$ cat src/rtl/iopipe_pkg.sv
package iopipe_pkg;
  typedef enum logic [1:0] {
    SEL_ADDR  = 2'd0,
    SEL_DLO   = 2'd1,
    SEL_DHI   = 2'd2,
    SEL_OTHER = 2'd3
  } portSel_e;

  // strobes from control to datapath
  typedef struct packed {
    logic capLow;
    logic loadPtr;
    logic advance;
    logic wide;
    logic reqAtPtr;
    logic reqAtNext;
    logic latchRd;
    logic readOut;
  } pipeStrb_t;
endpackage

$ cat src/rtl/iopipe_ctrl.sv
module iopipe_ctrl
  import iopipe_pkg::*;
(
  input  logic      clk,
  input  logic      rstN,
  input  logic      pipeEn,
  input  logic      memWinEn,
  input  logic      readMode,
  input  logic [1:0] hostSel,
  input  logic      hostRd,
  input  logic      hostWr,
  input  logic      hostWide,
  input  logic      ramAck,
  output pipeStrb_t strb,
  output logic      busy,
  output logic      pipeActive,
  output logic      ramRd,
  output logic      ramWr
);
  logic haveLow, dirRead, reqRd, reqWr;
  logic hostAcc, addrWr, dataOk, rdOk, wrOk;

  assign pipeActive = pipeEn & ~memWinEn;
  assign busy       = reqRd | reqWr;
  assign ramRd      = reqRd;
  assign ramWr      = reqWr;

  always_comb begin
    hostAcc = pipeActive & (hostRd | hostWr);
    addrWr  = hostAcc & hostWr & ~hostRd & (hostSel == SEL_ADDR) & ~busy;
    dataOk  = hostAcc & ~busy & (hostSel == SEL_DLO);
    rdOk    = dataOk & hostRd & ~hostWr & dirRead;
    wrOk    = dataOk & hostWr & ~hostRd & ~dirRead;
    strb           = '0;
    strb.wide      = hostWide;
    strb.capLow    = addrWr & ~haveLow;
    strb.loadPtr   = addrWr & haveLow;
    strb.advance   = rdOk | wrOk;
    strb.reqAtPtr  = wrOk;
    strb.reqAtNext = rdOk | (addrWr & haveLow & readMode);
    strb.latchRd   = ramAck & reqRd;
    strb.readOut   = rdOk;
  end

  always_ff @(posedge clk) begin
    if (!rstN) begin
      haveLow <= 1'b0;
      dirRead <= 1'b0;
      reqRd   <= 1'b0;
      reqWr   <= 1'b0;
    end else begin
      // any access either arms the sequence (first write) or clears it
      if (hostAcc) haveLow <= strb.capLow;
      if (strb.loadPtr) dirRead <= readMode;
      if (ramAck) begin
        reqRd <= 1'b0;
        reqWr <= 1'b0;
      end
      if (strb.reqAtNext) reqRd <= 1'b1;
      if (wrOk) reqWr <= 1'b1;
    end
  end

  p_req_hold_r5: assert property (@(posedge clk) disable iff (!rstN)
    (ramRd && !ramAck) |=> ramRd);
  p_load_fetch_r2: assert property (@(posedge clk) disable iff (!rstN)
    (strb.loadPtr && readMode) |=> ramRd);
  p_cancel_r3: assert property (@(posedge clk) disable iff (!rstN)
    (haveLow && pipeActive && (hostRd || hostWr) &&
     !(hostWr && !hostRd && hostSel == SEL_ADDR)) |=> !haveLow);
  p_off_quiet_r4: assert property (@(posedge clk) disable iff (!rstN)
    (!pipeActive && !busy) |=> !busy);
  p_one_req_r10: assert property (@(posedge clk) disable iff (!rstN)
    !(ramRd && ramWr));
endmodule

$ cat src/rtl/iopipe_dp.sv
module iopipe_dp
  import iopipe_pkg::*;
#(
  parameter int ADDR_W = 16,
  parameter int BYTE_W = 8
) (
  input  logic                clk,
  input  logic                rstN,
  input  pipeStrb_t           strb,
  input  logic                busy,
  input  logic                ramAck,
  input  logic [2*BYTE_W-1:0] hostWdata,
  input  logic [2*BYTE_W-1:0] ramRdata,
  output logic [2*BYTE_W-1:0] hostRdata,
  output logic [ADDR_W-1:0]   ramAddr,
  output logic [1:0]          ramBe,
  output logic [2*BYTE_W-1:0] ramWdata
);
  localparam int HALF   = ADDR_W / 2;
  localparam int WORD_W = 2 * BYTE_W;

  logic [ADDR_W-1:0] ptr, ptrNext, step;
  logic [HALF-1:0]   tempLow;
  logic [WORD_W-1:0] rdLatch;

  assign step = strb.wide ? ADDR_W'(2) : ADDR_W'(1);

  always_comb begin
    if (strb.loadPtr)      ptrNext = {hostWdata[HALF-1:0], tempLow};
    else if (strb.advance) ptrNext = ptr + step;
    else                   ptrNext = ptr;
  end

  always_ff @(posedge clk) begin
    if (!rstN) begin
      ptr      <= '0;
      tempLow  <= '0;
      rdLatch  <= '0;
      ramAddr  <= '0;
      ramBe    <= 2'b00;
      ramWdata <= '0;
    end else begin
      ptr <= ptrNext;
      if (strb.capLow) tempLow <= hostWdata[HALF-1:0];
      if (strb.reqAtNext) begin
        ramAddr <= ptrNext;
        ramBe   <= 2'b11;
      end
      if (strb.reqAtPtr) begin
        ramAddr  <= ptr;
        ramWdata <= hostWdata;
        ramBe    <= strb.wide ? 2'b11 : 2'b01;
      end
      if (strb.latchRd) rdLatch <= ramRdata;
    end
  end

  always_comb begin
    if (!strb.readOut)  hostRdata = '0;
    else if (strb.wide) hostRdata = rdLatch;
    else                hostRdata = {{BYTE_W{1'b0}}, rdLatch[BYTE_W-1:0]};
  end

  p_cap_keeps_ptr_r1: assert property (@(posedge clk) disable iff (!rstN)
    strb.capLow |=> (ptr == $past(ptr)));
  p_byte_step_r6: assert property (@(posedge clk) disable iff (!rstN)
    (strb.advance && !strb.wide) |=> (ptr == $past(ptr) + ADDR_W'(1)));
  p_addr_stable_r7: assert property (@(posedge clk) disable iff (!rstN)
    (busy && !ramAck) |=> $stable(ramAddr));
endmodule

$ cat src/rtl/iopipe_top.sv
module iopipe_top
  import iopipe_pkg::*;
#(
  parameter int ADDR_W = 16,
  parameter int BYTE_W = 8
) (
  input  logic                clk,
  input  logic                rstN,
  input  logic                pipeEn,
  input  logic                memWinEn,
  input  logic                readMode,
  input  logic [1:0]          hostSel,
  input  logic                hostRd,
  input  logic                hostWr,
  input  logic                hostWide,
  input  logic [2*BYTE_W-1:0] hostWdata,
  output logic [2*BYTE_W-1:0] hostRdata,
  output logic                busy,
  output logic                pipeActive,
  output logic                memDecodeEn,
  output logic                ramRd,
  output logic                ramWr,
  output logic [ADDR_W-1:0]   ramAddr,
  output logic [1:0]          ramBe,
  output logic [2*BYTE_W-1:0] ramWdata,
  input  logic                ramAck,
  input  logic [2*BYTE_W-1:0] ramRdata
);
  pipeStrb_t strb;

  assign memDecodeEn = memWinEn & ~pipeActive;

  iopipe_ctrl ctrl_i (
    .clk, .rstN, .pipeEn, .memWinEn, .readMode, .hostSel, .hostRd, .hostWr,
    .hostWide, .ramAck, .strb, .busy, .pipeActive, .ramRd, .ramWr
  );

  iopipe_dp #(.ADDR_W(ADDR_W), .BYTE_W(BYTE_W)) dp_i (
    .clk, .rstN, .strb, .busy, .ramAck, .hostWdata, .ramRdata,
    .hostRdata, .ramAddr, .ramBe, .ramWdata
  );

  p_no_decode_r4: assert property (@(posedge clk) disable iff (!rstN)
    pipeActive |-> !memDecodeEn);
endmodule

$ cat config.mk
export PLATFORM = sky130hd
export DESIGN_NAME = iopipe_top
export DESIGN_NICKNAME = d
export VERILOG_FILES = /design/src/rtl/iopipe_pkg.sv /design/src/rtl/iopipe_ctrl.sv /design/src/rtl/iopipe_dp.sv /design/src/rtl/iopipe_top.sv
export SDC_FILE = /design/constraint.sdc
export NUM_CORES = 1
export LEC_CHECK = 0
export BUFFER_PORTS_ARGS = -buffer_cell sky130_fd_sc_hd__buf_2
export CAP_MARGIN = 0
export CORE_MARGIN = 4
export CORE_UTILIZATION = 45
export CTS_CLUSTER_SIZE = 12
export DETAILED_ROUTE_END_ITERATION = 6
export PLACE_DENSITY = 0.7
export SYNTH_ARGS = -nofsm -noshare
export SYNTH_HDL_FRONTEND = slang
export SYNTH_SLANG_ARGS = --single-unit
$ cat constraint.sdc
create_clock -name clk -period 4.39 [get_ports clk]
set_input_delay 0.878 -clock clk [delete_from_list [all_inputs] [get_ports clk]]
set_output_delay 0.878 -clock clk [all_outputs]
set_load 0.02 [all_outputs]
Yosys cells after proc, flatten, opt, wreduce, memory -nomap -nowiden
Index checks and enable logic that the tools add are counted.
{"block": "totals", "regBits": 78, "input_bits": 43, "elab_cells": 59}
{"block": "classes", "n_addsub": 1, "eq_ne": 1, "mux": 13, "bitwise_logic": 30, "n_reduce_logical": 4}
{"op": "$mux W16", "n": 6}
{"op": "$and A1 B1 Y1", "n": 19}
{"op": "$add A16 B16 Y16", "n": 1}
{"op": "$mux W2", "n": 4}
{"op": "$not A1 Y1", "n": 7}
{"op": "$reduce_bool A2 Y1", "n": 3}
{"op": "$or A1 B1 Y1", "n": 4}
{"op": "$mux W1", "n": 3}
{"op": "$eq A2 B1 Y1 const B", "n": 1}
{"op": "$logic_not A2 Y1", "n": 1}

Longest topological paths before layout
Gate-level depths: netlist of run 1.
{"block": "logic_depth", "ltp_word": 13, "ltp_mapped": 10}

Cells and area by module
Synthesis of run 1 repeated with hierarchy kept, for this count alone.
{"block": "hier_totals", "cells_unflattened": 425, "area_unflattened_um2": 3776.1}
{"mod": "iopipe_dp", "instances": 1, "cells_each": 386, "area_each_um2": 3437.0}
{"mod": "iopipe_ctrl", "instances": 1, "cells_each": 38, "area_each_um2": 325.3}
{"mod": "iopipe_top", "instances": 1, "cells_each": 1, "area_each_um2": 13.8}

Worst setup path before layout of run 1
Ideal clock, no wire load.
{"block": "synth_path", "kind": "input -> output", "from": "in hostSel[1]", "to": "out hostRdata[13]", "arrival_ns": 2.266, "path_slack_ns": 1.246, "path_stages": 5, "cell_sequence": "or3_1 -> buf_2 -> nor3_1 -> clkbuf_1 -> and3_1"}
{"block": "synth_between", "elab_chain_len": 6}
{"element": "from (decl)", "line": "iopipe_top.sv:12", "rtl": "input logic [1:0] hostSel,"}
{"element": "$eq A2 B1 Y1", "line": "iopipe_ctrl.sv:31", "rtl": "dataOk = hostAcc & ~busy & (hostSel == SEL_DLO);"}
{"element": "$and A1 B1 Y1", "line": "iopipe_ctrl.sv:31"}
{"element": "$and A1 B1 Y1 (3 in a row)", "line": "iopipe_ctrl.sv:32", "rtl": "rdOk = dataOk & hostRd & ~hostWr & dirRead;"}
{"element": "$mux W16", "line": "iopipe_dp.sv:59", "rtl": "if (!strb.readOut) hostRdata = '0;"}
{"element": "to (decl)", "line": "iopipe_top.sv:17", "rtl": "output logic [2*BYTE_W-1:0] hostRdata,"}
No other way between the ends.

Worst setup path after layout of run 1
Ends and elaborated chain as after synthesis.

==> metrics.md, run 1 <==
| Metric | Value |
|---|---|
| Synth cell count leaders | `nand2_1, dfxtp_1, o21ai_0` |
| Post-DRT Antenna Nets | `0` |
| Final #Nets | `577` |
| Port Buffers | `97` |
| Worst r2r path cells | `6` |
| Status | `finished, final reports clean` |
| Finished Core Util | `between 50% and 60%` |
| CTS tree | `yes` |
| Period minus WS final | `between 3 and 4 ns` |
| Sequential Power Share | `50.5%` |
| Area contributors post-synth | `dfxtp_1, nand2_1, a21boi_0, o21ai_0, a21oi_1` |
| Pwr Total | `about 1400 uW` |
| FF+latch count, synth | `78` |
| EDFF count, synth | `0` |
| Largest fanout on the critical path | `17` |
| Hold Crit Class | `reg -> reg` |
| Core Rows | `32` |
| Synthesized Nets | `497` |
| Synth async-reset ratio | `0%` |
| Hold_buf cts | `0` |
| Vias per Instance | `5.33` |
| Pin count of the biggest net entering global routing | `53` |
| WS Path Type | `in -> out` |
| Initial core utilization | `a little under half` |
| Number of diodes | `0` |
| Hold WS | `0.453 ns` |
| Max-slew violation count | `0` |
| Critical Path RT | `3.51 ns` |
| Most common cell in the synthesized netlist | `nand2_1` |
| R2r setup slk | `between 1.5 and 2 ns` |
| Area leader, netlist | `dfxtp_1` |
| Combinational Power Share | `5.1%` |
| GRT overflow | `0` |
| Wire length on met2 | `approximately 4600 um` |
| # clock sinks | `between 70 and 80` |
| Clk_skew | `a little under 0.007 ns` |
| Met1 WL | `4140 um` |
| Initial drt markers | `190` |
| Postcts setup bufs | `0` |
| Cts bufs inserted | `9` |
| Share of cells above drive strength 1 | `about a quarter` |
| Setup_tns | `0 ns` |
| Yosys cell types | `about 50` |
| Crit end category | `output port` |
| Worst r2r src | `ctrl_i.ramRd` |
| Worst path arrival time | `around 2.2 ns` |
| DRT Pass-1 Iters | `4` |
| Routability cong. | `0.922` |
| P_sw | `approximately 300 uW` |
| Reg2reg end | `dp_i.ramAddr[10]` |
| CORE AREA | `a little under 8000 um2` |
| Leakage power | `0.00191 uW` |
| Post-CTS resize count | `0` |
| WL final | `9360 um` |
| Clock power frac | `44.4%` |
| Most used DFF post-synth | `dfxtp_1` |
| H-tree Lvls | `3` |
| Max-cap violation count | `0` |
| Vias in the first global route | `around 3300` |
| Hpwl dp | `slightly below 7000 um` |
| Worst-margin pin slew | `just under 0.9 ns` |
| Clock transition at the registers of the reported paths | `0.07 ns` |
| RSZ-0062 raised after global routing | `false` |
| DR WL/cell | `about 15 um` |
| P&R area growth vs syn | `20.9%` |
| Max layer used | `met4` |
| Total GRT Usage | `between 10% and 20%` |
| Initial antenna violation count | `0` |
| Avg Cell Area, Syn | `8.18 um2` |
| Final Hold Viols | `0` |
| CTS max path bufs | `2` |
| IO Pins | `98` |
| DRC | `0` |
| Worst skew pair latency | `between 0.3 and 0.4 ns` |
| Worst setup path endpoint | `hostRdata[13]` |
| Area share of the largest cell type after synthesis | `42.3%` |
| First-pass GRT wire length | `15800 um` |
| Post-Syn Area | `between 3000 and 4000 um2` |
| Max Fclk | `roughly 0.32 GHz` |
| Die Y | `98.6 um` |
| Total internal power | `1110 uW` |
| P per Cell Area | `around 320 nW/um2` |
| CP Launch Type | `primary input` |
| Sw frac | `about 21%` |
| Sequential area share after synthesis | `42.3%` |
| Period utilization | `70.2%` |
| Max rail drop VDD | `around 0.00017 V` |
| Max transition margin | `40.3%` |
| Wire length on met3 | `between 500 and 600 um` |
| DR vias | `3400` |
| Die area | `just under 10000 um2` |
| Die Width | `98.6 um` |
| Critical path origin | `hostSel[1]` |
| Yosys warning total | `0` |
| CTS root buf | `clkbuf_8` |
| Mapped Cells | `approximately 450` |
| Final setup vio count | `0` |
| HP Start | `dp_i.ramAddr[5]` |
per-stage QoR:
| stage | cell area (um2) | worst slack (ns) | cells |
|---|---|---|---|
| 6_report | 4460 | 1.31 | 638 |
| 5_1_grt | 4460 | 1.20 | 638 |
| 4_1_cts | 4460 | 1.30 | 638 |
| 3_5_place_dp | 4220 | 1.21 | 622 |
| 3_3_place_gp | 4220 | 1.29 | 622 |
| 2_1_floorplan | 3690 | 1.25 | 451 |
placed cells by master (no fill, tap or decap), drive strengths merged, types with 3 or more instances in the layout:
| cell | netlist | final |
|---|---|---|
| a21boi | 36 | 36 |
| a21o | 8 | 8 |
| a21oi | 36 | 36 |
| and2 | 10 | 10 |
| and3 | 10 | 10 |
| buf | 2 | 102 |
| clkbuf | 31 | 12 |
| dfxtp | 78 | 78 |
| inv | 7 | 8 |
| mux2i | 9 | 9 |
| nand2 | 85 | 85 |
| nand3 | 12 | 12 |
| nor2 | 14 | 14 |
| nor2b | 11 | 11 |
| nor3 | 7 | 7 |
| nor4 | 3 | 3 |
| o211a | 3 | 3 |
| o211ai | 3 | 3 |
| o21ai | 37 | 37 |
| or3 | 4 | 4 |
| xnor2 | 9 | 9 |
| xor2 | 3 | 3 |
cells by family (layout without fill, tap and decap cells):
logic type	count (synthesis)	in the layout	synth area share, %
AOI/OAI and AO/OA	141	141	24.7
xor gates and xnor gates	12	12	2.85
adders and majority gates	3	3	1.22
buffers and inverters	40	125	4.14
DFF	78	78	42.3
muxes	9	9	2.44
and+or+nand+nor	168	168	22.3
worst min path at each step:
stage               slack (ns)  cells after the start          endpoint
CTS                       0.46                      2   dp_i.ramAddr[5]
global placement          0.44                      1     dp_i.ramBe[0]
finish                    0.45                      2   dp_i.ramAddr[5]
floorplan                 0.44                      2   dp_i.rdLatch[3]
global route              0.48                      2  dp_i.ramWdata[6]
detailed placement        0.45                      1     dp_i.ramBe[0]
state kept, by name, summed over array words and instances (netlist names):
register        count
dp_i.ptr           16
dp_i.ramAddr       16
dp_i.ramWdata      16
dp_i.rdLatch       16
dp_i.tempLow        8
dp_i.ramBe          2
ctrl_i.dirRead      1
ctrl_i.haveLow      1
ctrl_i.ramRd        1
ctrl_i.ramWr        1
power groups by stage:
stage	registers [uW]	clock network, uW	logic, uW
after global placement	729	0	70.6
after detailed placement	729	0	72.0
after CTS	712	640	72.3
final	712	627	72.3
after global routing	712	666	80.6
after floorplan	732	0	33.3
layer usage:
| layer | vias to the layer above | track usage [%] |
|---|---|---|
| met5 | - | 0 |
| met4 | 0 | 8.09 |
| met3 | 5 | 3.47 |
| met2 | 89 | 33.5 |
| met1 | 1582 | 25.3 |
| li1 | 1724 | - |
worst max-delay path, stage by stage:
cell and delay, ns:
buf_2 0.10, or3_1 0.46, nor3_1 0.23, buf_4 0.21, and3_1 0.17, buf_2 0.16
layout make-up:
class | instances | area [um2]
fillers | 764 | 3390
multi-input cells | 333 | 1980
flip-flops and latches | 78 | 1560
repair buffers | 102 | 523
clock buffers | 12 | 165
well taps | 102 | 128
clock inverters | 4 | 76.3
inverters | 7 | 26.3
Power figures use the tool's default switching activity.
==> inputs of run 2 (changes only) <==
Clock period 4.39 ns to 3.1 ns, I/O delays scaled along.
==> run 2 against run 1 <==
  * Routed wire length increased by 2.4%
  * Non-clock buffer count increased by 3
  * Cell count increased by 0.47%
  * Die area unchanged
  * Total power increased by 27%
  * Sequential cell count unchanged
  * Global-route usage increased by 0.41 points
  * Combinational power increased by 44%
  * Register-to-register slack got worse by 1.0 ns
  * Clock power increased by 7.3%
  * Highest routed layer unchanged
==> metrics.md, run 2 (synthesized netlist as in run 1, its figures left out) <==
| Metric | Value |
|---|---|
| Status | `finished, final reports clean` |
| Die Width | `98.6 um` |
| CTS max path bufs | `2` |
| Filler instances | `791` |
| Sequential Power Share | `56.5%` |
| Combinational Power Share | `under 10%` |
| Routability cong. | `0.861` |
| Max Fclk | `0.376 GHz` |
| Total GRT Usage | `20.3%` |
| H-tree Lvls | `3` |
| DRC | `0` |
| Wire length on met2 | `4590 um` |
| WL final | `9590 um` |
| DRT Pass-1 Iters | `4` |
| Max-cap violation count | `0` |
| Max-slew violation count | `0` |
| Most frequent cells in the layout | `buf_2, nand2_1, dfxtp_1` |
| Worst-margin pin slew | `between 0.8 and 0.9 ns` |
| P&R area growth vs syn | `19.6%` |
| Final instance area | `approximately 4400 um2` |
| Setup_tns | `0 ns` |
| R2r setup slk | `0.73 ns` |
| Initial drt markers | `139` |
| Wire length on met3 | `~600 um` |
| P per Cell Area | `a little over 400 nW/um2` |
| Pin count of the biggest net entering global routing | `54` |
| Crit end category | `output port` |
| Worst skew pair latency | `roughly 0.35 ns` |
| Die area | `9710 um2` |
| CORE AREA | `7850 um2` |
| Vias per Instance | `5.43` |
| Sw frac | `24.0%` |
| Clk_skew | `about 0.0075 ns` |
| Hold_buf cts | `0` |
| GRT overflow | `0` |
| Period utilization | `85.8%` |
| Critical Path RT | `2.48 ns` |
| DR vias | `3483` |
| Commonest non-fill, non-tap cell in the layout | `buf_2` |
| Worst r2r src | `ctrl_i.ramRd` |
| Post-CTS resize count | `0` |
| DP Cell Count | `625` |
| CTS tree | `yes` |
| Final #Nets | `580` |
| Total internal power | `1360 uW` |
| Met1 WL | `about 4200 um` |
| IO Pins | `98` |
| Share of cells above drive strength 1 | `23.6%` |
| Worst r2r path cells | `6` |
| Leakage power | `0.00189 uW` |
| Worst path arrival time | `2.04 ns` |
| CP Launch Type | `flip-flop` |
| Postcts setup bufs | `0` |
| Hold WS | `0.454 ns` |
| Core Rows | `32` |
| Vias in the first global route | `3412` |
| Final Hold Viols | `0` |
| Worst setup path endpoint | `hostRdata[15]` |
| # clock sinks | `78` |
| Initial core utilization | `47.0%` |
| Max transition margin | `45.5%` |
| Placed Area | `4240 um2` |
| Max rail drop VDD | `approximately 0.00027 V` |
| Critical path origin | `ctrl_i.ramRd` |
| Number of diodes | `0` |
| P_sw | `between 400 and 500 uW` |
| Largest fanout on the critical path | `17` |
| Clock transition at the registers of the reported paths | `~0.08 ns` |
| Clock power frac | `approximately 38%` |
| Hpwl dp | `6760 um` |
| Die Y | `98.6 um` |
| DR WL/cell | `15.0 um` |
| Reg2reg end | `dp_i.ramAddr[6]` |
| Post-DRT Antenna Nets | `0` |
| RSZ-0062 raised after global routing | `false` |
| Initial antenna violation count | `0` |
| Area of the multi-input gates | `1980 um2` |
| Cell Count, Final, Fillers Out | `641` |
| FF/Latch Area | `approximately 1600 um2` |
| WS Path Type | `reg -> out` |
| First-pass GRT wire length | `16200 um` |
| Period minus WS final | `2.66 ns` |
| Max layer used | `met4` |
| Hold Crit Class | `reg -> reg` |
| Port Buffers | `between 90 and 100` |
| Final setup vio count | `0` |
| CTS root buf | `clkbuf_8` |
| Cts bufs inserted | `9` |
[run 2: changes by cell type in the layout (fill, tap and decap cells not counted), sizes merged]
cell,delta
clkinv,+3
buf,+3
clkbuf,-2
inv,-1
clkinvlp,+2
bufinv,-2
[run 2: power by group through the flow]
| stage | combinational (uW) | clock (uW) | sequential, uW |
|---|---|---|---|
| after detailed placement | 104 | 0 | 1030 |
| after CTS | 104 | 701 | 1010 |
| final | 104 | 673 | 1010 |
| after global placement | 102 | 0 | 1030 |
| after global routing | 115 | 747 | 1010 |
| after floorplan | 47.1 | 0 | 1040 |
[run 2: worst max-delay path: stages (launching register included)]
cell	delay, ns
dfxtp_1	0.35
or3_1	0.53
nor3_1	0.24
buf_4	0.22
and3_1	0.18
buf_2	0.16
[run 2: per-stage QoR]
step | total power, uW | util [%] | setup slack [ns]
3_5_place_dp | 1140 | 54.0 | 0.337
5_1_grt | 1870 | 56.2 | 0.297
3_3_place_gp | 1130 | 54.0 | 0.410
4_1_cts | 1810 | 56.2 | 0.404
6_report | 1790 | 56.2 | 0.442
2_1_floorplan | 1080 | - | 0.472
[run 2: worst min path at each step]
| stage | start | endpoint | depth (start not counted) |
|---|---|---|---|
| 6_report | dp_i.ramAddr[5] | dp_i.ramAddr[5] | 2 |
| 3_3_place_gp | dp_i.rdLatch[4] | dp_i.rdLatch[4] | 2 |
| 5_1_grt | dp_i.rdLatch[9] | dp_i.rdLatch[9] | 2 |
| 2_1_floorplan | dp_i.rdLatch[3] | dp_i.rdLatch[3] | 2 |
| 4_1_cts | dp_i.ramAddr[5] | dp_i.ramAddr[5] | 2 |
| 3_5_place_dp | dp_i.ramAddr[5] | dp_i.ramAddr[5] | 2 |
[run 2: area by class of cell]
class / instances / share of cell area, %
multi-input combinational: 333 / 44.8
sequential: 78 / 35.4
timing repair buffer: 105 / 12.4
clock buffer: 10 / 3.12
tap: 102 / 2.89
clock inverter: 6 / 0.851
inverter: 7 / 0.596
[run 2: per-layer routing]
| layer | GRT usage [%] | vias up |
|---|---|---|
| met2 | 34.6 | 114 |
| met3 | 3.96 | 11 |
| met4 | 7.46 | 0 |
| li1 | - | 1730 |
| met5 | 0 | - |
| met1 | 25.5 | 1628 |
==> inputs of run 3 (changes only) <==
Clock period 3.1 ns to 2.9 ns, I/O delays scaled along.
==> run 3 against run 2 <==
  * Critical path depth is the same
  * First-iteration DRC count grew 24%
  * Clock-buffer cell count is the same
  * Setup slack lost 0.18 ns
  * Sequential cell count is the same
  * Combinational power grew 6%
  * Largest power group unchanged
  * Sequential share of layout area shrank 0.52 points
  * Worst hold slack lost 0.00071 ns
  * Clock power grew 38%
  * Die area is the same
  * Cell count is the same
  * Critical endpoint is now hostRdata[9]
  * Cell area grew 1.5%
==> metrics.md, run 3 (synthesized netlist as in run 1, its figures left out) <==
| Metric | Value |
|---|---|
| RSZ-0062 raised after global routing | `false` |
| Setup_tns | `0 ns` |
| Leakage power | `0.00193 uW` |
| Final Hold Viols | `0` |
| Placed Area | `~4200 um2` |
| Crit-path leading delay family | `simple AND/OR/NAND/NOR gates` |
| Worst path arrival time | `2.06 ns` |
| # clock sinks | `78` |
| Status | `finished, final reports clean` |
| Crit end category | `output port` |
| DR vias | `around 3500` |
| Critical path depth | `5` |
| Hold Crit Class | `reg -> reg` |
| Die Y | `98.6 um` |
| Max Fclk | `0.379 GHz` |
| Filler instances | `759` |
| Largest fanout on the critical path | `17` |
| DR WL/cell | `roughly 15 um` |
| Max-slew violation count | `0` |
| Hold_buf cts | `0` |
| Pwr Total | `2110 uW` |
| Worst skew pair latency | `0.36 ns` |
| Worst setup path endpoint | `hostRdata[9]` |
| Final setup vio count | `0` |
| Area of the multi-input gates | `a little under 2000 um2` |
| Worst r2r src | `ctrl_i.ramRd` |
| Initial drt markers | `173` |
| DRT Pass-1 Iters | `4` |
| Initial core utilization | `47.0%` |
| Pin count of the biggest net entering global routing | `54` |
| Port Buffers | `between 90 and 100` |
| Most frequent cells in the layout | `buf_2, nand2_1, dfxtp_1` |
| CP bufs+invs | `2` |
| Worst r2r path cells | `6` |
| Routability cong. | `0.902` |
| Sequential Power Share | `approximately 50%` |
| CTS tree | `yes` |
| FF/Latch Area | `1560 um2` |
| Worst-margin pin slew | `between 0.9 and 1 ns` |
| CTS max path bufs | `2` |
| Reg2reg end | `dp_i.ramAddr[6]` |
| Post-CTS resize count | `0` |
| Hpwl dp | `roughly 6800 um` |
| Total GRT Usage | `20.2%` |
| Max transition margin | `roughly 39%` |
| Die area | `9710 um2` |
| CP max-delay cell | `or3_1` |
| Clock power frac | `43.8%` |
| CP Cell Sequence | `or3_1, nor3_1, buf_4, and3_1, buf_2` |
| Sw frac | `between 20% and 30%` |
| Post-DRT Antenna Nets | `0` |
| WL final | `9650 um` |
| First-pass GRT wire length | `16100 um` |
| Vias per Instance | `5.44` |
| Final #Nets | `580` |
| Commonest non-fill, non-tap cell in the layout | `buf_2` |
| CORE AREA | `7850 um2` |
| Finished Core Util | `57.1%` |
| GRT overflow | `0` |
| IO Pins | `slightly below 100` |
| Final instance area | `4480 um2` |
| Vias in the first global route | `between 3000 and 4000` |
| Hold WS | `0.453 ns` |
| Die Width | `98.6 um` |
| Critical path origin | `ctrl_i.ramRd` |
| P per Cell Area | `472 nW/um2` |
| Initial antenna violation count | `0` |
| Postcts setup bufs | `0` |
| Period minus WS final | `about 2.6 ns` |
| CP Launch Type | `flip-flop` |
| CTS root buf | `clkbuf_8` |
| Clock transition at the registers of the reported paths | `about 0.080 ns` |
| Cts bufs inserted | `9` |
| Critical Path Max Stage Delay | `0.53 ns` |
| Total internal power | `1630 uW` |
| R2r setup slk | `0.57 ns` |
| Clk_skew | `0.0107 ns` |
| Critical Path RT | `~2.3 ns` |
| P_sw | `~480 uW` |
| Max-cap violation count | `0` |
| WS Path Type | `reg -> out` |
| Number of diodes | `0` |
| H-tree Lvls | `3` |
| Core Rows | `32` |
| Max rail drop VDD | `0.000240 V` |
| Share of cells above drive strength 1 | `23.6%` |
| Combinational Power Share | `~5.2%` |
| P&R area growth vs syn | `21.4%` |
| DRC | `0` |
| Period utilization | `90.9%` |
[run 3: worst min path at each step]
stage                                   to  slack [ns]  cells after the start             from
after floorplan            dp_i.rdLatch[3]        0.44                      2  dp_i.rdLatch[3]
after global placement     dp_i.ramAddr[5]        0.44                      2  dp_i.ramAddr[5]
after detailed placement   dp_i.ramAddr[5]        0.44                      2  dp_i.ramAddr[5]
after CTS                 dp_i.rdLatch[11]        0.45                      3     ramRdata[11]
after global routing       dp_i.rdLatch[6]        0.46                      3      ramRdata[6]
final                      dp_i.ramAddr[5]        0.45                      2  dp_i.ramAddr[5]
[run 3: metal layers]
| metal | GRT usage [%] | share of wire (%) | routed length (um) | vias to the layer above |
|---|---|---|---|---|
| met1 | 25.4 | 44 | 4270 | 1647 |
| li1 | - | - | - | 1730 |
| met4 | 7.04 | 0.96 | 93 | 0 |
| met3 | 4.81 | 6.4 | 613 | 8 |
| met2 | 33.8 | 48 | 4670 | 105 |
| met5 | 0 | 0 | 0 | - |
[run 3: power groups by stage]
stage	sequential (uW)	clock, uW	combinational, uW
finish	1080	926	110
global route	1080	988	122
CTS	1080	945	110
detailed placement	1100	0	110
global placement	1100	0	108
floorplan	1110	0	50.4
[run 3: final cells by class]
class                           count  area share [%]
Multi-Input combinational cell    333            44.1
Clock inverter                      6            2.04
Clock buffer                       10            3.07
Timing Repair Buffer              105            12.5
Inverter                            7           0.587
Sequential cell                    78            34.9
Tap cell                          102            2.85
[run 3: per-stage QoR]
step                setup WS (ns)  std cells
finish                      0.262        641
global route                0.132        641
CTS                         0.253        641
detailed placement          0.182        625
global placement            0.242        625
floorplan                   0.352        451
[run 3: worst min-delay path, delay by kind of cell (launching register included)]
kind | cells | cell delay (ns)
DFF | 1 | 0.31
and+or+nand+nor | 2 | 0.10
